`src/rtl/lcd_seq_pkg.sv`:
```
package lcd_seq_pkg;
  localparam int unsigned CFG_W  = 3;
  localparam int unsigned IDX_W  = 3;
  localparam int unsigned NCOM_W = IDX_W + 1;
  localparam int unsigned BLK_W  = 10;

  typedef enum logic [1:0] {
    BLK_OFF      = 2'd0,
    BLK_S0_C0    = 2'd1,
    BLK_S0_ALLC  = 2'd2,
    BLK_ALL      = 2'd3
  } blink_mode_e;

  function automatic logic [NCOM_W-1:0] duty_coms(input logic [CFG_W-1:0] d);
    case (d)
      3'd0:    return NCOM_W'(1);
      3'd1:    return NCOM_W'(2);
      3'd2:    return NCOM_W'(3);
      3'd3:    return NCOM_W'(4);
      default: return NCOM_W'(8);
    endcase
  endfunction
endpackage

```
`src/rtl/lcd_phase_ctrl.sv`:
```
module lcd_phase_ctrl
  import lcd_seq_pkg::*;
#(
  parameter int unsigned PHASE_TICKS = 8,
  localparam int unsigned TW = (PHASE_TICKS > 1) ? $clog2(PHASE_TICKS) : 1
) (
  input  logic             clk_i,
  input  logic             rst_ni,
  input  logic             tick_i,
  input  logic             enable_i,
  input  logic [CFG_W-1:0] duty_i,
  input  logic [CFG_W-1:0] pon_len_i,
  input  logic [CFG_W-1:0] dead_len_i,
  input  logic [1:0]       blink_mode_i,
  input  logic [CFG_W-1:0] blink_div_i,
  output logic             run_o,
  output logic             active_o,
  output logic [IDX_W-1:0] phase_o,
  output logic [TW-1:0]    tcnt_o,
  output logic             sof_o,
  output logic             first_o,
  output logic             adv_o,
  output logic [CFG_W-1:0] pon_o,
  output blink_mode_e      bmode_o,
  output logic [CFG_W-1:0] bdiv_o
);
  logic              run_q, dead_q, odd_q, sof_q;
  logic [TW-1:0]     tcnt_q;
  logic [IDX_W-1:0]  phase_q;
  logic [CFG_W-1:0]  dcnt_q, dlen_q, pon_q, bdiv_q;
  logic [NCOM_W-1:0] ncom_q;
  blink_mode_e       bmode_q;

  logic phase_end, last_com, start_idle, frame_done, dead_done;
  logic go_dead, next_frame, stop, restart;

  always_comb begin
    phase_end  = tick_i && (tcnt_q == TW'(PHASE_TICKS - 1));
    last_com   = ({1'b0, phase_q} + NCOM_W'(1)) == ncom_q;
    start_idle = !run_q && enable_i;
    frame_done = run_q && !dead_q && phase_end && last_com;
    dead_done  = run_q && dead_q && phase_end && (dcnt_q == dlen_q - CFG_W'(1));
    go_dead    = frame_done && enable_i && odd_q && (dlen_q != '0);
    next_frame = (frame_done || dead_done) && enable_i && !go_dead;
    stop       = (frame_done || dead_done) && !enable_i;
    restart    = start_idle || next_frame;
  end

  always_ff @(posedge clk_i or negedge rst_ni) begin
    if (!rst_ni) begin
      run_q   <= 1'b0;
      dead_q  <= 1'b0;
      odd_q   <= 1'b0;
      sof_q   <= 1'b0;
      tcnt_q  <= '0;
      phase_q <= '0;
      dcnt_q  <= '0;
      dlen_q  <= '0;
      pon_q   <= '0;
      bdiv_q  <= '0;
      bmode_q <= BLK_OFF;
      ncom_q  <= NCOM_W'(1);
    end else begin
      sof_q <= restart;
      if (!run_q) ncom_q <= duty_coms(duty_i);
      if (restart) begin
        run_q   <= 1'b1;
        dead_q  <= 1'b0;
        odd_q   <= start_idle ? 1'b0 : (frame_done ? ~odd_q : 1'b0);
        tcnt_q  <= '0;
        phase_q <= '0;
        pon_q   <= pon_len_i;
        dlen_q  <= dead_len_i;
        bdiv_q  <= blink_div_i;
        bmode_q <= blink_mode_e'(blink_mode_i);
      end else if (stop) begin
        run_q   <= 1'b0;
        dead_q  <= 1'b0;
        odd_q   <= 1'b0;
        tcnt_q  <= '0;
        phase_q <= '0;
      end else if (go_dead) begin
        dead_q <= 1'b1;
        odd_q  <= 1'b0;
        dcnt_q <= '0;
        tcnt_q <= '0;
      end else if (run_q && tick_i) begin
        if (phase_end) begin
          tcnt_q <= '0;
          if (dead_q) dcnt_q <= dcnt_q + CFG_W'(1);
          else        phase_q <= phase_q + IDX_W'(1);
        end else begin
          tcnt_q <= tcnt_q + TW'(1);
        end
      end
    end
  end

  assign run_o    = run_q;
  assign active_o = run_q && !dead_q;
  assign phase_o  = phase_q;
  assign tcnt_o   = tcnt_q;
  assign sof_o    = sof_q;
  assign first_o  = start_idle;
  assign adv_o    = next_frame;
  assign pon_o    = pon_q;
  assign bmode_o  = bmode_q;
  assign bdiv_o   = bdiv_q;
endmodule

```
`src/rtl/lcd_blink_gate.sv`:
```
module lcd_blink_gate
  import lcd_seq_pkg::*;
(
  input  logic             clk_i,
  input  logic             rst_ni,
  input  logic             first_i,
  input  logic             adv_i,
  input  logic [CFG_W-1:0] div_i,
  output logic             gate_o
);
  logic [BLK_W-1:0] cnt_q, half_m1;
  logic             gate_q;

  // half period in frames: 4 << div
  assign half_m1 = (BLK_W'(4) << div_i) - BLK_W'(1);

  always_ff @(posedge clk_i or negedge rst_ni) begin
    if (!rst_ni) begin
      cnt_q  <= '0;
      gate_q <= 1'b1;
    end else if (first_i) begin
      cnt_q  <= '0;
      gate_q <= 1'b1;
    end else if (adv_i) begin
      if (cnt_q == half_m1) begin
        cnt_q  <= '0;
        gate_q <= ~gate_q;
      end else begin
        cnt_q <= cnt_q + BLK_W'(1);
      end
    end
  end

  assign gate_o = gate_q;
endmodule

```
`src/rtl/lcd_pix_mask.sv`:
```
module lcd_pix_mask
  import lcd_seq_pkg::*;
#(
  parameter int unsigned TW = 3
) (
  input  logic             active_i,
  input  logic             gate_i,
  input  blink_mode_e      mode_i,
  input  logic [IDX_W-1:0] phase_i,
  input  logic [TW-1:0]    tcnt_i,
  input  logic [CFG_W-1:0] pon_len_i,
  output logic             pon_o,
  output logic             kill_seg0_o,
  output logic             kill_rest_o
);
  logic blank;

  always_comb begin
    blank = active_i && !gate_i;
    pon_o = active_i && (32'(tcnt_i) < 32'(pon_len_i));
    unique case (mode_i)
      BLK_S0_C0:   kill_seg0_o = blank && (phase_i == '0);
      BLK_S0_ALLC: kill_seg0_o = blank;
      BLK_ALL:     kill_seg0_o = blank;
      default:     kill_seg0_o = 1'b0;
    endcase
    kill_rest_o = blank && (mode_i == BLK_ALL);
  end
endmodule

```
`src/rtl/lcd_frame_seq.sv`:
```
module lcd_frame_seq
  import lcd_seq_pkg::*;
#(
  parameter int unsigned PHASE_TICKS = 8,
  localparam int unsigned TW = (PHASE_TICKS > 1) ? $clog2(PHASE_TICKS) : 1
) (
  input  logic       clk_i,
  input  logic       rst_ni,
  input  logic       tick_i,
  input  logic       enable_i,
  input  logic [2:0] duty_i,
  input  logic [2:0] pon_len_i,
  input  logic [2:0] dead_len_i,
  input  logic [1:0] blink_mode_i,
  input  logic [2:0] blink_div_i,
  output logic       ens_o,
  output logic       com_en_o,
  output logic [2:0] com_idx_o,
  output logic       sof_o,
  output logic       pon_o,
  output logic       blink_gate_o,
  output logic       kill_seg0_o,
  output logic       kill_rest_o
);
  logic             run, active, first, adv;
  logic [IDX_W-1:0] phase;
  logic [TW-1:0]    tcnt;
  logic [CFG_W-1:0] pon_len_q, bdiv_q;
  blink_mode_e      bmode_q;
  logic             gate;

  lcd_phase_ctrl #(.PHASE_TICKS(PHASE_TICKS)) u_ctrl (
    .clk_i, .rst_ni, .tick_i, .enable_i, .duty_i, .pon_len_i, .dead_len_i,
    .blink_mode_i, .blink_div_i,
    .run_o(run), .active_o(active), .phase_o(phase), .tcnt_o(tcnt),
    .sof_o(sof_o), .first_o(first), .adv_o(adv), .pon_o(pon_len_q),
    .bmode_o(bmode_q), .bdiv_o(bdiv_q)
  );

  lcd_blink_gate u_blink (
    .clk_i, .rst_ni, .first_i(first), .adv_i(adv), .div_i(bdiv_q), .gate_o(gate)
  );

  lcd_pix_mask #(.TW(TW)) u_mask (
    .active_i(active), .gate_i(gate), .mode_i(bmode_q), .phase_i(phase),
    .tcnt_i(tcnt), .pon_len_i(pon_len_q),
    .pon_o(pon_o), .kill_seg0_o(kill_seg0_o), .kill_rest_o(kill_rest_o)
  );

  assign ens_o        = run || enable_i;
  assign com_en_o     = active;
  assign com_idx_o    = phase;
  assign blink_gate_o = gate;
endmodule

```
`config.mk`:
```
export PLATFORM = sky130hd
export DESIGN_NAME = lcd_frame_seq
export DESIGN_NICKNAME = d
export VERILOG_FILES = /design/src/rtl/lcd_seq_pkg.sv /design/src/rtl/lcd_phase_ctrl.sv /design/src/rtl/lcd_blink_gate.sv /design/src/rtl/lcd_pix_mask.sv /design/src/rtl/lcd_frame_seq.sv
export SDC_FILE = /design/constraint.sdc
export NUM_CORES = 1
export LEC_CHECK = 0
export ABC_CLOCK_PERIOD_IN_PS = 2500
export BUFFER_PORTS_ARGS = -buffer_cell sky130_fd_sc_hd__clkbuf_2
export CAP_MARGIN = 10
export CORE_MARGIN = 1.5
export CORE_UTILIZATION = 52
export DETAILED_ROUTE_END_ITERATION = 10
export PLACE_DENSITY = 0.75
export SLEW_MARGIN = 20
export SYNTH_ARGS = -nofsm -noshare
export SYNTH_HDL_FRONTEND = slang
export SYNTH_SLANG_ARGS = --single-unit
export TNS_END_PERCENT = 30
```
`constraint.sdc`:
```
create_clock -name clk_i -period 2.5 [get_ports clk_i]
set_input_delay 0.125 -clock clk_i [delete_from_list [all_inputs] [get_ports clk_i]]
set_output_delay 0.125 -clock clk_i [all_outputs]
set_load 0.005 [all_outputs]
```
## Word-level counts from Yosys, hierarchy flattened

Cells that the tools add are included.

- Order comparisons: 1
- Equality and inequality tests: 12
- Bitwise gates (word level): 4
- Shifts and indexed selects: 1
- Mux-type cells: 33
- Reduce and logical (&&, ||, !) cells: 44
- $add $sub $neg: 7

Operators by type and width:

| kind | count |
|---|---|
| 3-bit two-way mux | 15 |
| 10-bit two-way mux | 3 |
| 1-bit logical AND | 19 |
| 4-bit case mux with 4 select lines | 1 |
| 1-bit two-way mux | 13 |
| 2-bit nonzero test | 6 |
| 3-bit nonzero test | 4 |
| 10-bit by 1-bit adder with 10-bit output (second input constant) | 1 |
| 10-bit equality test | 1 |
| 3-bit by 3-bit << shifter with 10-bit output (first input constant) | 1 |
| 10-bit by 2-bit subtractor with 10-bit output (second input constant) | 1 |
| 3-bit by 1-bit adder with 3-bit output (second input constant) | 3 |
| 3-bit by 2-bit equality test with 1-bit output (second input constant) | 2 |
| 3-bit zero test | 2 |
| 3-bit inequality test (second input constant) | 2 |
| 1-bit zero test | 5 |
| 5-bit AND reduction | 1 |
| 3-bit by 1-bit adder with 4-bit output (second input constant) | 1 |
| 2-bit equality test (second input constant) | 2 |
| 4-bit equality test | 1 |
| 1-bit NOT | 4 |
| 4-bit AND reduction | 1 |
| 4-bit nonzero test | 1 |
| 3-bit by 1-bit equality test with 1-bit output (second input constant) | 1 |
| 9 further kinds | 11 |

- Output and inout bits: 10
- Input bits: 18
- Logic and storage cells: 116
- Register bits: 39

## Depth between registers and ports, before layout

- Depth in word-level cells: 12
- Mapped depth: 10
- Gate-level depth less buffers: 9

## Hierarchy

A second synthesis with hierarchy kept.

- Cell total of the unflattened synthesis: 257
- Area total of the unflattened synthesis: 2537.4 um^2

By module, submodules not included:

| module | instances | cells each | area an instance (um^2) | sequential area each (um^2) |
|---|---|---|---|---|
| lcd_phase_ctrl | 1 | 168 | 1711.6 | 701.9 |
| lcd_blink_gate | 1 | 76 | 720.7 | 276.5 |
| lcd_pix_mask | 1 | 12 | 98.8 | 0.0 |
| lcd_frame_seq | 1 | 1 | 6.3 | 0.0 |

## Worst setup path before layout

Ideal clock, no wire load.

- Path type: register to register
- Start point: reg u_ctrl.phase_q[0] (netlist: u_ctrl.phase_o[0])
- End point: reg u_ctrl.bdiv_q[2] (netlist: u_ctrl.bdiv_o[2])
- Setup time: 0.128 ns
- Path slack: -0.103 ns
- Cell stages (with the launch flop): 9
- Data arrival time: 2.476 ns
- Period minus slack after synthesis: 2.603 ns
- Required time: 2.372 ns
- Path through: dfrtp_1 > ha_1 > xor2_1 > or3_4 > a2111oi_4 > a21oi_2 > nand2b_4 > buf_6 > mux2_1

- Cells in the longest elaborated chain, start to end: 9
- Elaborated cells between the ends (all ways): 11
- Those cells by class: add/sub: 1; eq/ne: 1; reduce/logical: 9

Ends and longest elaborated chain:

| element | RTL line | RTL |
|---|---|---|
| from (decl) | lcd_phase_ctrl.sv:29 | `logic [IDX_W-1:0] phase_q;` |
| from (signal assigned) | lcd_phase_ctrl.sv:91 | `else phase_q <= phase_q + IDX_W'(1);` |
| 3-bit by 1-bit adder with 4-bit output (*) | lcd_phase_ctrl.sv:39 | `last_com = ({1'b0, phase_q} + NCOM_W'(1)) == ncom_q;` |
| 4-bit equality test (*) | lcd_phase_ctrl.sv:39 |  |
| 1-bit logical AND (*) | lcd_phase_ctrl.sv:41 | `frame_done = run_q && !dead_q && phase_end && last_com;` |
| 1-bit logical AND (3 in a row) | lcd_phase_ctrl.sv:43 | `go_dead = frame_done && enable_i && odd_q && (dlen_q != '0);` |
| 1-bit zero test | lcd_phase_ctrl.sv:44 | `next_frame = (frame_done \|\| dead_done) && enable_i && !go_dead;` |
| 1-bit logical AND (*) | lcd_phase_ctrl.sv:44 |  |
| 1-bit logical OR (*) | lcd_phase_ctrl.sv:46 | `restart = start_idle \|\| next_frame;` |
| to (signal assigned) | lcd_phase_ctrl.sv:74 | `bdiv_q <= blink_div_i;` |
| to (decl) | lcd_phase_ctrl.sv:30 | `logic [CFG_W-1:0] dcnt_q, dlen_q, pon_q, bdiv_q;` |

Mark *: on every way between the ends. The rest lies on a longest branch, timed or not.
A chain may end at the register's enable or synchronous reset.

## Worst setup path in the final report

- Start point: reg u_ctrl.phase_q[0] (netlist: u_ctrl.phase_o[0])
- End point: reg u_blink.cnt_q[9]

- Cells in the longest elaborated chain, start to end: 9
- Elaborated cells between the ends (all ways): 11
- Those cells by class: add/sub: 1; eq/ne: 1; reduce/logical: 9

Ends and longest elaborated chain:

| element | RTL line | RTL |
|---|---|---|
| 3-bit by 1-bit adder with 4-bit output (*) | lcd_phase_ctrl.sv:39 |  |
| 4-bit equality test (*) | lcd_phase_ctrl.sv:39 |  |
| 1-bit logical AND (*) | lcd_phase_ctrl.sv:41 |  |
| 1-bit logical AND (3 in a row) | lcd_phase_ctrl.sv:43 |  |
| 1-bit zero test | lcd_phase_ctrl.sv:44 |  |
| 1-bit logical AND (*) | lcd_phase_ctrl.sv:44 |  |
| 2-bit nonzero test (no source line) (*) | - |  |
| to (signal assigned) | lcd_blink_gate.sv:29 | `cnt_q <= cnt_q + BLK_W'(1);` |
| to (decl) | lcd_blink_gate.sv:11 | `logic [BLK_W-1:0] cnt_q, half_m1;` |

Marked as above.

==> results.sh <==
export IMPL_synth_nets=264
export IMPL_drv_slew=0
export IMPL_cts_root_buf="clkbuf_8"
export IMPL_drc=0
export IMPL_grt_usage_pct=21.6
export IMPL_ys_seq_elements=39
export IMPL_antenna_found_initial=0
export IMPL_fin_ws_ns=0.0168
export IMPL_ant_nets=0
export IMPL_dieArea_um2=4940
export IMPL_cp_cell_sequence="ha_4, xor2_1, or3_4, a2111oi_4, buf_4, a21boi_2, o31ai_4, buf_4, a21oi_1"
export IMPL_worstRegToRegCells=9
export IMPL_required_ns=2.67
export IMPL_dr_pass1_iters=4
export IMPL_vias_per_cell=5.74
export IMPL_vias=1952
export IMPL_holdPathStages=2
export IMPL_whs_endpoint="u_ctrl.ncom_q[0]$_DFFE_PN1N_"
export IMPL_synthCells=235
export IMPL_drive_above_1_share_pct=28.5
export IMPL_die_height_um=70.3
export IMPL_cts_buffers=5
export IMPL_overflow=0
export IMPL_setup_viol=0
export IMPL_critical_path_class="reg -> reg"
export IMPL_num_rows=24
export IMPL_reg2reg_from="u_ctrl.phase_o[0]$_DFFE_PN0P_"
export IMPL_cpMostUsedCell="buf_4"
export IMPL_r2r_end="u_blink.cnt_q[9]$_DFFE_PN0N_"
export IMPL_first_iter_violations=101
export IMPL_fin_nets=316
export IMPL_p_per_area_nw_per_um2=892
export IMPL_async_flop_share_pct=100
export IMPL_die_x_um=70.3
export IMPL_crit_buf_inv=2
export IMPL_cp_top_family="compound AO/OA/AOI/OAI gates"
export IMPL_p_total_mw=2.58
export IMPL_final_cell_mix="dfrtp_1, clkbuf_2, buf_4"
export IMPL_portBuffers=27
export IMPL_synth_warnings=0
export IMPL_worstHoldStart="duty_i[0]"
export IMPL_cts_sinks=39
export IMPL_avgSynthCellArea_um2=10.0
export IMPL_cts_max_level=2
export IMPL_synth_flop_cell="dfrtp_1"
export IMPL_grt_max_degree=25
export IMPL_syn_to_final_growth_pct=23.1
export IMPL_path_max_fanout=7
export IMPL_yosysUniqueCellTypes=54
export IMPL_period_share_pct=99.3
export IMPL_grt_pass1_wl_um=8470
export IMPL_gp_congestion=0.815
export IMPL_clock_fmax_mhz=403
export IMPL_core_area_um2=4350
export IMPL_leakagePower_nw=1.35
export IMPL_max_slew_worst_pin_slew_ns=0.577
export IMPL_place_hpwl_um=3670
export IMPL_grt_pass1_vias=1890
export IMPL_whs_ns=0.0183
export IMPL_syn_area_um2=2350
export IMPL_clock_skew_ns=0.0117
export IMPL_endpoint_kind="flop"
export IMPL_period_minus_slack_ns=2.48
export IMPL_reg2reg_slack_ns=0.02
export IMPL_rsz0062_at_grt="yes"
export IMPL_relSlewSlack_pct=61.4
export IMPL_synth_edf_count=0
export IMPL_wl_per_cell_um=15.2
export IMPL_cts_tree="built"
export IMPL_min_path_type="in -> reg"
export IMPL_initial_core_util_pct=54.0
export IMPL_arrival_ns=2.65
export IMPL_slowest_delay_ns=0.44
export IMPL_final_common_cell="dfrtp_1"
export IMPL_cts_buffer_depth=2
export IMPL_num_antenna_cells=0
export IMPL_preCtsSetupSlack_ns=0.0296
export IMPL_clk_pin_slew_ns=0.07
export IMPL_yosysSeqAreaShare_pct=41.6
export IMPL_clock_latency_ns=0.30
export IMPL_cpMaxStageDelayCell="dfrtp_2"
export IMPL_ir_worst_vdd_mv=0.578
export IMPL_io_pins=28
export IMPL_hold_violations=0
export IMPL_critPathLaunchType="flop"
export IMPL_outcome="finished clean"
export IMPL_maxCapViolCount=0
export IMPL_drt_total_wl_um=5170
[synthesized netlist by cell type, types with 2 or more instances]
cell type	instances	area, um^2
inv_1	14	52.6
dfstp_2	2	52.6
dfrtp_1	37	926
ha_1	11	138
mux2_2	4	45.0
and4_1	2	17.5
buf_6	2	22.5
xor2_1	7	61.3
a21oi_1	16	80.1
o31ai_1	5	37.5
nor3b_1	3	22.5
a211oi_1	2	15.0
a31oi_1	2	12.5
xnor2_1	7	61.3
nand3_1	7	35.0
clkbuf_1	6	22.5
o21ai_0	9	45.0
nor3_1	10	50.1
a32o_1	2	20.0
or3_1	8	50.1
mux2_1	8	90.1
nor4b_1	2	17.5
nand2_1	15	56.3
or4_1	3	22.5
nor2_1	11	41.3
nand4_1	7	43.8
nand2b_1	6	37.5
[per-layer routing]
| metal | share of wire (%) | track usage [%] | vias up |
|---|---|---|---|
| met5 | 0 | 0 | - |
| li1 | - | - | 957 |
| met3 | 3.1 | 5.05 | 8 |
| met2 | 50 | 36.2 | 27 |
| met1 | 45 | 26.7 | 960 |
| met4 | 1.7 | 9.19 | 0 |
[repair_timing]
action | CTS | global route
resized for setup | 0 | 5
hold endpoints to repair | 15 | 0
setup buffers | 0 | 8
hold buffers | 2 | 0
setup endpoints to repair | 0 | 10
[worst max path at each step]
stage                                   from                      endpoint  cells after the start
2_1_floorplan   u_ctrl.bdiv_o[2]$_DFFE_PN0N_    u_blink.gate_o$_DFFE_PN1P_                      9
3_3_place_gp    u_ctrl.bdiv_o[2]$_DFFE_PN0N_  u_blink.cnt_q[5]$_DFFE_PN0N_                      9
3_5_place_dp   u_ctrl.phase_o[1]$_DFFE_PN0P_  u_blink.cnt_q[5]$_DFFE_PN0N_                      8
4_1_cts         u_ctrl.bdiv_o[2]$_DFFE_PN0N_  u_blink.cnt_q[5]$_DFFE_PN0N_                      9
5_1_grt        u_ctrl.phase_o[0]$_DFFE_PN0P_  u_blink.cnt_q[9]$_DFFE_PN0N_                      9
6_report       u_ctrl.phase_o[0]$_DFFE_PN0P_  u_blink.cnt_q[9]$_DFFE_PN0N_                      9
[where the power goes]
group / switching, mW / internal (mW) / leakage [nW]
Clock: 0.214 / 0.252 / 0.0515
Combinational: 0.542 / 0.611 / 0.793
Sequential: 0.154 / 0.811 / 0.503
[cell families (layout without fill, tap and decap cells)]
| kind of cell | Yosys count | after routing | synth area share, % |
|---|---|---|---|
| AO/OA/AOI/OAI | 51 | 51 | 15.9 |
| XOR/XNOR | 15 | 15 | 6.17 |
| adder cells (fa/ha/maj) | 11 | 11 | 5.85 |
| buffers and inverters | 24 | 77 | 4.68 |
| flip-flops | 39 | 39 | 41.6 |
| multiplexers | 13 | 13 | 6.17 |
| AND/OR/NAND/NOR | 82 | 82 | 19.7 |
[flip-flops by register name, indices dropped and copies added, names as in the netlist, 3 cells and up]
| name | count |
|---|---|
| u_blink.cnt_q | 10 |
| u_ctrl.bdiv_o | 3 |
| u_ctrl.dcnt_q | 3 |
| u_ctrl.dlen_q | 3 |
| u_ctrl.ncom_q | 4 |
| u_ctrl.phase_o | 3 |
| u_ctrl.pon_o | 3 |
| u_ctrl.tcnt_o | 3 |
[metrics by stage]
step / cells / utilization, % / TNS, ns / instance area (um^2)
global route: 340 / 66.5 / -0.531 / 2900
finish: 340 / 66.5 / 0 / 2900
global placement: 321 / 61.2 / 0 / 2670
floorplan: 235 / - / -0.00503 / 2400
detailed placement: 321 / 61.2 / 0 / 2670
CTS: 331 / 64.0 / 0 / 2790
[cell type report]
cell class,instances,area (um^2)
clock buffers,8,100
fillers,336,1460
inverters,14,52.6
multi-input cells,172,1320
flip-flops and latches,39,981
well taps,52,65.1
repair buffers,55,380
(Power assumes the default switching activity.)
